## src/rtl/cell_guard_pkg.sv

```systemverilog
package cell_guard_pkg;
  typedef enum logic {
    MODE_RUN   = 1'b0,
    MODE_SLEEP = 1'b1
  } guard_mode_t;

  // index of each qualification timer
  localparam int unsigned TMR_OVC = 0;
  localparam int unsigned TMR_OVD = 1;
  localparam int unsigned NTMR    = 2;
endpackage

```

## src/rtl/cg_level_cmp.sv

```systemverilog
module cg_level_cmp #(
  parameter int unsigned MV_W   = 13,
  parameter int unsigned NCELL  = 2,
  parameter int unsigned HI_REL = 4000,
  parameter int unsigned LO_MV  = 2400,
  parameter int unsigned LO_REL = 3000
) (
  input  logic [NCELL-1:0][MV_W-1:0] cell_mv,
  input  logic [MV_W-1:0]            hi_mv,
  output logic [NCELL-1:0]           over_hi,
  output logic [NCELL-1:0]           below_rel,
  output logic [NCELL-1:0]           under_lo,
  output logic [NCELL-1:0]           above_rel
);
  localparam logic [MV_W-1:0] HI_REL_L = MV_W'(HI_REL);
  localparam logic [MV_W-1:0] LO_L     = MV_W'(LO_MV);
  localparam logic [MV_W-1:0] LO_REL_L = MV_W'(LO_REL);

  for (genvar c = 0; c < NCELL; c++) begin : g_cell
    always_comb begin
      over_hi[c]   = cell_mv[c] > hi_mv;
      below_rel[c] = cell_mv[c] < HI_REL_L;
      under_lo[c]  = cell_mv[c] < LO_L;
      above_rel[c] = cell_mv[c] > LO_REL_L;
    end
  end
endmodule

```

## src/rtl/cg_delay_map.sv

```systemverilog
module cg_delay_map #(
  parameter int unsigned CNT_W = 11,
  parameter int unsigned T0    = 25,
  parameter int unsigned T1    = 320,
  parameter int unsigned T2    = 850,
  parameter int unsigned T3    = 1100,
  parameter int unsigned T4    = 1400
) (
  input  logic [2:0]       code,
  output logic [CNT_W-1:0] limit
);
  always_comb begin
    case (code)
      3'd0:    limit = CNT_W'(T0);
      3'd1:    limit = CNT_W'(T1);
      3'd2:    limit = CNT_W'(T2);
      3'd3:    limit = CNT_W'(T3);
      default: limit = CNT_W'(T4);
    endcase
  end
endmodule

```

## src/rtl/cg_qual_timer.sv

```systemverilog
module cg_qual_timer #(
  parameter int unsigned CNT_W = 11
) (
  input  logic             clk,
  input  logic             rst,
  input  logic             tick,
  input  logic             run,
  input  logic [CNT_W-1:0] limit,
  output logic             expire
);
  logic [CNT_W-1:0] cnt;

  assign expire = run && tick && (cnt >= (limit - CNT_W'(1)));

  always_ff @(posedge clk) begin
    if (rst || !run) begin
      cnt <= '0;
    end else if (tick) begin
      if (expire) cnt <= '0;
      else        cnt <= cnt + CNT_W'(1);
    end
  end

  AST_IDLE_CLEAR: assert property (@(posedge clk) disable iff (rst)
    !run |=> (cnt == '0));

  AST_HOLD_NO_TICK: assert property (@(posedge clk) disable iff (rst)
    (run && !tick && $past(run)) |=> $stable(cnt) || !run);
endmodule

```

## src/rtl/cell_guard_ctrl.sv

```systemverilog
module cell_guard_ctrl
  import cell_guard_pkg::*;
#(
  parameter int unsigned MV_W    = 13,
  parameter int unsigned SNS_W   = 12,
  parameter int unsigned HI_MV0  = 4350,
  parameter int unsigned HI_MV1  = 4300,
  parameter int unsigned HI_MV2  = 4250,
  parameter int unsigned HI_REL  = 4000,
  parameter int unsigned LO_MV   = 2400,
  parameter int unsigned LO_REL  = 3000,
  parameter int          WAKE_MV = -400,
  parameter int unsigned DLY_T0  = 25,
  parameter int unsigned DLY_T1  = 320,
  parameter int unsigned DLY_T2  = 850,
  parameter int unsigned DLY_T3  = 1100,
  parameter int unsigned DLY_T4  = 1400
) (
  input  logic                    clk,
  input  logic                    rst,
  input  logic                    tick,
  input  logic [MV_W-1:0]         cell_a_mv,
  input  logic [MV_W-1:0]         cell_b_mv,
  input  logic signed [SNS_W-1:0] sense_mv,
  input  logic [1:0]              trip_var,
  input  logic [2:0]              dly_sel,
  output logic                    chg_en,
  output logic                    dsg_en,
  output logic                    low_power
);
  localparam int unsigned NCELL = 2;
  // DLY_T4 is the longest window
  localparam int unsigned CNT_W = $clog2(DLY_T4 + 1);
  localparam logic signed [SNS_W-1:0] WAKE_L = SNS_W'(WAKE_MV);

  logic [NCELL-1:0][MV_W-1:0] cells;
  logic [MV_W-1:0]  hi_mv;
  logic [NCELL-1:0] over_hi, below_rel, under_lo, above_rel;
  logic [NCELL-1:0] oc_mask, oc_seen;
  logic [NCELL-1:0] oc_flag, od_flag;
  logic [NTMR-1:0]  run, expire;
  logic [CNT_W-1:0] limit;
  logic             chg_inh, dsg_inh;
  guard_mode_t      mode;
  logic             sleeping, charger, oc_clear, od_clear;

  assign cells[0] = cell_a_mv;
  assign cells[1] = cell_b_mv;

  always_comb begin
    case (trip_var)
      2'd0:    hi_mv = MV_W'(HI_MV0);
      2'd1:    hi_mv = MV_W'(HI_MV1);
      default: hi_mv = MV_W'(HI_MV2);
    endcase
  end

  cg_level_cmp #(
    .MV_W(MV_W), .NCELL(NCELL), .HI_REL(HI_REL), .LO_MV(LO_MV), .LO_REL(LO_REL)
  ) u_cmp (
    .cell_mv(cells), .hi_mv(hi_mv), .over_hi(over_hi), .below_rel(below_rel),
    .under_lo(under_lo), .above_rel(above_rel)
  );

  cg_delay_map #(
    .CNT_W(CNT_W), .T0(DLY_T0), .T1(DLY_T1), .T2(DLY_T2), .T3(DLY_T3), .T4(DLY_T4)
  ) u_dly (
    .code(dly_sel), .limit(limit)
  );

  assign sleeping = (mode == MODE_SLEEP);
  assign charger  = sense_mv < WAKE_L;
  // in sleep only cells that did not trip low keep overvoltage watch
  assign oc_mask  = sleeping ? ~od_flag : '1;
  assign oc_seen  = over_hi & oc_mask;

  assign run[TMR_OVC] = (|oc_seen) && !chg_inh;
  assign run[TMR_OVD] = (|under_lo) && !dsg_inh && !sleeping;

  for (genvar t = 0; t < NTMR; t++) begin : g_tmr
    cg_qual_timer #(.CNT_W(CNT_W)) u_tmr (
      .clk(clk), .rst(rst), .tick(tick), .run(run[t]), .limit(limit),
      .expire(expire[t])
    );
  end

  assign oc_clear = chg_inh && ((oc_flag & ~below_rel) == '0);
  assign od_clear = dsg_inh && !sleeping && ((od_flag & ~above_rel) == '0);

  always_ff @(posedge clk) begin
    if (rst) begin
      chg_inh <= 1'b0;
      dsg_inh <= 1'b0;
      oc_flag <= '0;
      od_flag <= '0;
      mode    <= MODE_RUN;
    end else begin
      if (expire[TMR_OVC]) begin
        chg_inh <= 1'b1;
        oc_flag <= oc_seen;
      end else if (oc_clear) begin
        chg_inh <= 1'b0;
        oc_flag <= '0;
      end

      if (expire[TMR_OVD]) begin
        dsg_inh <= 1'b1;
        od_flag <= under_lo;
        mode    <= MODE_SLEEP;
      end else begin
        if (sleeping && charger) mode <= MODE_RUN;
        if (od_clear) begin
          dsg_inh <= 1'b0;
          od_flag <= '0;
        end
      end
    end
  end

  assign chg_en    = ~chg_inh;
  assign dsg_en    = ~dsg_inh;
  assign low_power = sleeping;

  AST_OC_CAUSE: assert property (@(posedge clk) disable iff (rst)
    $fell(chg_en) |-> $past(|over_hi));

  AST_OC_RELEASE: assert property (@(posedge clk) disable iff (rst)
    (!chg_en && (|oc_flag) && ((oc_flag & below_rel) == oc_flag)) |=> chg_en);

  AST_OD_CAUSE: assert property (@(posedge clk) disable iff (rst)
    $fell(dsg_en) |-> ($past(|under_lo) && low_power));

  AST_SLEEP_HOLD: assert property (@(posedge clk) disable iff (rst)
    (low_power && !charger) |=> (low_power && !dsg_en));

  AST_WAKE: assert property (@(posedge clk) disable iff (rst)
    (low_power && charger) |=> !low_power);

  AST_SLEEP_OVC_MASK: assert property (@(posedge clk) disable iff (rst)
    (low_power && $fell(chg_en)) |-> $past((over_hi & ~od_flag) != '0));

  AST_RESET_STATE: assert property (@(posedge clk)
    rst |=> (chg_en && dsg_en && !low_power));
endmodule

```

## config.mk

```make
export PLATFORM = sky130hd
export DESIGN_NAME = cell_guard_ctrl
export DESIGN_NICKNAME = d
export VERILOG_FILES = /design/src/rtl/cell_guard_pkg.sv /design/src/rtl/cg_level_cmp.sv /design/src/rtl/cg_delay_map.sv /design/src/rtl/cg_qual_timer.sv /design/src/rtl/cell_guard_ctrl.sv
export SDC_FILE = /design/constraint.sdc
export NUM_CORES = 1
export LEC_CHECK = 0
export ABC_AREA = 1
export BUFFER_PORTS_ARGS = -buffer_cell sky130_fd_sc_hd__buf_2
export CORE_ASPECT_RATIO = 0.8
export CORE_MARGIN = 5
export CORE_UTILIZATION = 55
export CTS_BUF_LIST = sky130_fd_sc_hd__clkbuf_16
export DETAILED_ROUTE_END_ITERATION = 6
export GPL_TIMING_DRIVEN = 0
export PLACE_DENSITY = 0.83
export RECOVER_POWER = 50
export SETUP_SLACK_MARGIN = 0.4
export SYNTH_ARGS = -nofsm -noshare
export SYNTH_HDL_FRONTEND = slang
export SYNTH_HIERARCHICAL = 1
export SYNTH_SLANG_ARGS = --single-unit
```

## constraint.sdc

```tcl
create_clock -name clk -period 6.2 [get_ports clk]
set_input_delay 0.31 -clock clk [delete_from_list [all_inputs] [get_ports clk]]
set_output_delay 0.31 -clock clk [all_outputs]
set_load 0.1 [all_outputs]
```

Word level (Yosys, flattened, before mapping)
Cells that the tools add are included.

storage, ports and cells
  register bits after elaboration = 29
  bits of input ports = 46
  output and inout bits = 3
  word-level logic and storage cells = 75

cells by class
  $add $sub $neg = 3
  $lt $le $gt $ge = 11
  equality and inequality tests = 4
  muxes and demuxes = 15
  bitwise logic cells = 8
  reductions and logical operators = 27

operators by type and width
  cell                                                                               count
  13-bit by 12-bit < comparator with 1-bit output, second input constant             4
  11-bit one-hot mux with 4 select lines                                             1
  13-bit by 12-bit greater-than comparator with 1-bit output, second input constant  2
  13-bit greater-than comparator                                                     2
  11-bit by 1-bit adder with 11-bit output, second input constant                    2
  11-bit greater-or-equal comparator                                                 2
  11-bit 2-to-1 mux                                                                  2
  7-bit one-hot mux with 2 select lines                                              1
  12-bit by 10-bit < comparator with 1-bit output, second input constant             1
  1-bit logical AND                                                                  11
  11-bit by 1-bit subtractor with 11-bit output, second input constant               1
  2-bit 2-to-1 mux                                                                   5
  2-bit AND                                                                          3
  3-bit by 2-bit equality test with 1-bit output, second input constant              2
  2-bit zero test                                                                    3
  1-bit 2-to-1 mux                                                                   6
  2-bit NOT                                                                          3
  2-bit nonzero test                                                                 3
  1-bit zero test                                                                    5
  2-bit OR reduction                                                                 2
  3-bit by 1-bit equality test with 1-bit output, second input constant              1
  3-bit zero test                                                                    1
  2-bit by 1-bit equality test with 1-bit output, second input constant              1
  1-bit logical OR                                                                   2
  1-bit NOT                                                                          2

Longest topological paths before layout
  depth in word-level cells = 9
  mapped depth = 21
  mapped depth without buffers = 21

Cells and area by module
Netlist, hierarchy kept.

by module, submodules not included
  module                          instances  cells each  area each (µm²)  seq. area each (µm²)
  cg_qual_timer (g_tmr[0].u_tmr)  1          143         1,016.0          220.2
  cg_qual_timer (g_tmr[1].u_tmr)  1          142         985.9            220.2
  cg_level_cmp                    1          148         842.1            0.0
  cell_guard_ctrl                 1          59          362.8            140.1
  cg_delay_map                    1          19          87.6             0.0

Least setup slack after synthesis
Ideal clock, no wire load.

  kind = input-to-reg
  start point = input port dly_sel[1]
  end point = register oc_flag[0]
  setup time = 0.070 ns
  arrival time = 2.458 ns
  data required time = 6.130 ns
  path slack = 3.672 ns
  stages = 21
  path buffers = 0
  cell sequence = inv_1 > nand3_2 > inv_1 > inv_1 > ha_1 > nand2_1 > nor3_2 > nand3_1 > xor2_1 > ha_1 > nand2_1 > nand2_1 > nand2_1 > nand2_1 > nor2_1 > nand3_1 > nand2_2 > inv_1 > inv_1 > nand3_1 > a21oi_1

on the way
  longest elaborated chain between the ends = 6
  elaborated cells between the ends (all ways) = 10
  classes of those cells = add/sub (1); order compare (1); eq/ne (3); mux (2); reduce/logical (3)

RTL lines
  what                                                                          line                    source
  from (decl)                                                                   cell_guard_ctrl.sv:26   input logic [2:0] dly_sel,
  3-bit by 2-bit equality test with 1-bit output, or another cell as far along  cg_delay_map.sv:13      case (code)
  11-bit one-hot mux with 4 select lines *                                      cg_delay_map.sv:13
  via limit[6]                                                                  cell_guard_ctrl.sv:42   logic [CNT_W-1:0] limit;
  11-bit by 1-bit subtractor with 11-bit output *                               cg_qual_timer.sv:13     assign expire = run && tick && (cnt >= (limit - CNT_W'(1)));
  11-bit greater-or-equal comparator *                                          cg_qual_timer.sv:13
  1-bit logical AND *                                                           cg_qual_timer.sv:13
  via expire[0]                                                                 cell_guard_ctrl.sv:41   logic [NTMR-1:0] run, expire;
  2-bit 2-to-1 mux / 2-bit nonzero test (equally long branches)                 -
  to (signal assigned)                                                          cell_guard_ctrl.sv:100  oc_flag <= oc_seen;
  to (decl)                                                                     cell_guard_ctrl.sv:40   logic [NCELL-1:0] oc_flag, od_flag;

The timed path passes the listed nets; every way through them passes the cells marked *.
A chain may end at the register's enable or synchronous reset.

Worst setup path after layout
  start point = input port dly_sel[0]
  end point = register oc_flag[0]

The elaborated chain is that of the path after synthesis.

==> results.yml <==
sta:
  min_period_ns: 2.89
  max_slew_margin: 0.215
  clock_skew_ns: 0.00373
  worst_pin_slew_ns: 1.18
  hold_violations: 0
  fmax_mhz: 346
  final.period_utilization: 0.466
  fin_setup_tns_ns: 0
  slew_violations: 0
  rsz0062_at_grt: "false"
  final-setup-viol-count: 0
routing:
  drc_errors: 0
  drt_iter0_drc: 200
  routed_via_density: 5.09
  ant_nets: 0
  dr.pass1.iters: 4
  wl_per_cell_um: 11.7
  finalWirelength_mm: 7.61
  num_vias: 3306
global_route:
  grt.total_usage: 0.217
  grt_overflow: 0
  grt_max_degree: 10
  antenna_found_initial: 0
  grt_pass1_wl_mm: 13.3
  grt_pass1_vias: 3182
logic_synthesis:
  synth.distinct_cells: 33
  yosys.area.top_type: "ha_1"
  synthArstFlopShare: 0
  synth_edf_count: 0
  yosysSeqAreaShare: 0.176
  synthesis.yosys.warnings: 6
  synth.avg_cell_area_um2: 6.45
  synth_ff_type: "dfxtp_1"
  synth_common_cells: "120 x nand2_1, 81 x inv_1, 55 x nor2_1, 52 x ha_1, 36 x nand3_1"
  synth_top_area_share: 0.197
  syn_inst: 511
  synth_area_um2: 3290
  ys_top_cells_by_area: "ha_1 20%, dfxtp_1 18%, nand2_1 14%"
  yosysMostFrequentCell: "nand2_1"
  ys_ff_latch: 29
power_and_ir_drop:
  power.leakage_nw: 1.93
  p_per_area_nw_per_um2: 156
  irDropWorstVdd_uv: 169
cts:
  clk_latency_ns: 0.27
  tritoncts: "done"
  cts_buffers: 5
  cts_sinks: 29
  post-cts-setup-buffers: 0
  clockRootBuffer: "clkbuf_16"
  h-tree-depth: 2
  cts_resized: 0
  path_clk_slew_ns: 0.05
  cts_buffer_depth: 2
  cts_hold_buf: 0
cells_and_area:
  area_growth_pct: 15.1
  antennaDiodeCount: 0
  final_layout_size_suffix_gt1_frac: 0.132
  multi_input_area_um2: 2390
  nNetsFinal: 666
  fin_cells: 650
  final_area_um2: 3790
  regArea_um2: 581
  nFillCells: 553
place:
  dp_cells: 642
  port_buffers: 43
  placed_area_um2: 3640
  place.gp.congestion: 0.879
  hpwl_mm: 6.22
floorplan:
  start_util: 0.563
  core-area_um2: 5850
  die_w_um: 96.5
  rows: 25
  dieArea_um2: 7650
  ios: 49
  die_h_um: 79.2
min_path:
  whs_endpoint: "dsg_inh"
  hold_depth: 2
  worstHoldStart: "rst"
  min_path_type: "in2reg"
job:
  cap_violations: 0
run_status:
  outcome: "complete, no violations"
setup_path:
  reg2reg_from: "g_tmr[0].u_tmr/cnt[4]"
  crit_fanout: 8
  ff2ff_path_depth: 12
  cp.arrival_ns: 3.05
  crit-reg2reg-capture: "oc_flag[0]"
  cp.required_ns: 6.36
  startpoint_type: "primary input"
  ff2ff_setup_slack_ns: 4.43
  cp-end-kind: "flop"
  critPathKind: "in2reg"
[routing by layer]
layer	track usage	vias up	wire length (um)
met4	0.0700	0	167
met5	0	-	0
met3	0.0417	20	344
met2	0.362	63	3570
li1	-	1749	-
met1	0.280	1474	3520
[how the worst max path moves through the flow]
stage                 end  slack [ns]       start
4_1_cts        oc_flag[0]        3.40  dly_sel[2]
6_report       oc_flag[0]        3.31  dly_sel[0]
2_1_floorplan  oc_flag[0]        3.67  dly_sel[1]
3_3_place_gp   oc_flag[0]        3.25  dly_sel[2]
3_5_place_dp   oc_flag[0]        3.16  dly_sel[2]
5_1_grt        oc_flag[0]        2.99  dly_sel[0]
[worst max-delay path, cell delays in order]
cell      delay (ns)
clkbuf_1        0.14
inv_1           0.10
nand3_2         0.16
inv_1           0.11
inv_1           0.16
ha_1            0.25
nand2_1         0.12
nor3_2          0.16
nand3_1         0.11
xor2_1          0.17
ha_1            0.33
inv_1           0.05
nor2_1          0.11
nand2_1         0.06
nor2_1          0.12
nor2_1          0.06
nand3_1         0.10
nand2_2         0.10
inv_1           0.11
inv_1           0.08
nand3_1         0.09
a21oi_1         0.06
[cells in the final DEF (no fill, tap or decap), types with 9 or more instances in the layout]
cell type | netlist | routed
conb_1 | 3 | 10
a21oi_1 | 30 | 30
o21ai_0 | 9 | 9
dfxtp_1 | 29 | 29
nor3_1 | 14 | 14
xor2_1 | 21 | 21
buf_2 | 0 | 39
nand3_1 | 36 | 36
nand2_1 | 120 | 121
inv_1 | 81 | 83
ha_1 | 52 | 52
nor2_1 | 55 | 55
[state kept, by name, summed over array words and instances (netlist names)]
name	cells
chg_inh	1
dsg_inh	1
od_flag	2
oc_flag	2
g_tmr.u_tmr/cnt	22
low_power	1
[cell families (layout without fill, tap and decap cells)]
| logic type | Yosys count | after routing | share of synthesized area |
|---|---|---|---|
| and+or+nand+nor | 264 | 264 | 0.367 |
| AOI/OAI and AO/OA | 46 | 46 | 0.0752 |
| adders and majority gates | 52 | 52 | 0.197 |
| buffers and inverters | 89 | 140 | 0.106 |
| other | 3 | 10 | 0.00342 |
| xor gates and xnor gates | 28 | 28 | 0.0744 |
| DFF | 29 | 29 | 0.176 |
[through the flow]
stage / worst slack (ns) / hold slack, ns / power [mW] / utilization
2_1_floorplan: 3.67 / 0.379 / 0.285 / -
3_3_place_gp: 3.25 / 0.469 / 0.320 / 0.622
3_5_place_dp: 3.16 / 0.475 / 0.326 / 0.622
4_1_cts: 3.40 / 0.304 / 0.596 / 0.650
5_1_grt: 2.99 / 0.319 / 0.628 / 0.648
6_report: 3.31 / 0.310 / 0.592 / 0.648
[area by class of cell]
cell class | instances | area share
Buffer | 5 | 0.00891
Sequential cell | 29 | 0.153
Clock inverter | 3 | 0.00990
Inverter | 84 | 0.0831
Tap cell | 81 | 0.0267
Timing Repair Buffer | 43 | 0.0554
Clock buffer | 5 | 0.0330
Multi-Input combinational cell | 400 | 0.630
[power breakdown]
part	switching, mW	internal (mW)
Combinational	0.0822	0.0521
Sequential	0.00212	0.188
Clock	0.0813	0.186
Power figures use the tool's default switching activity.
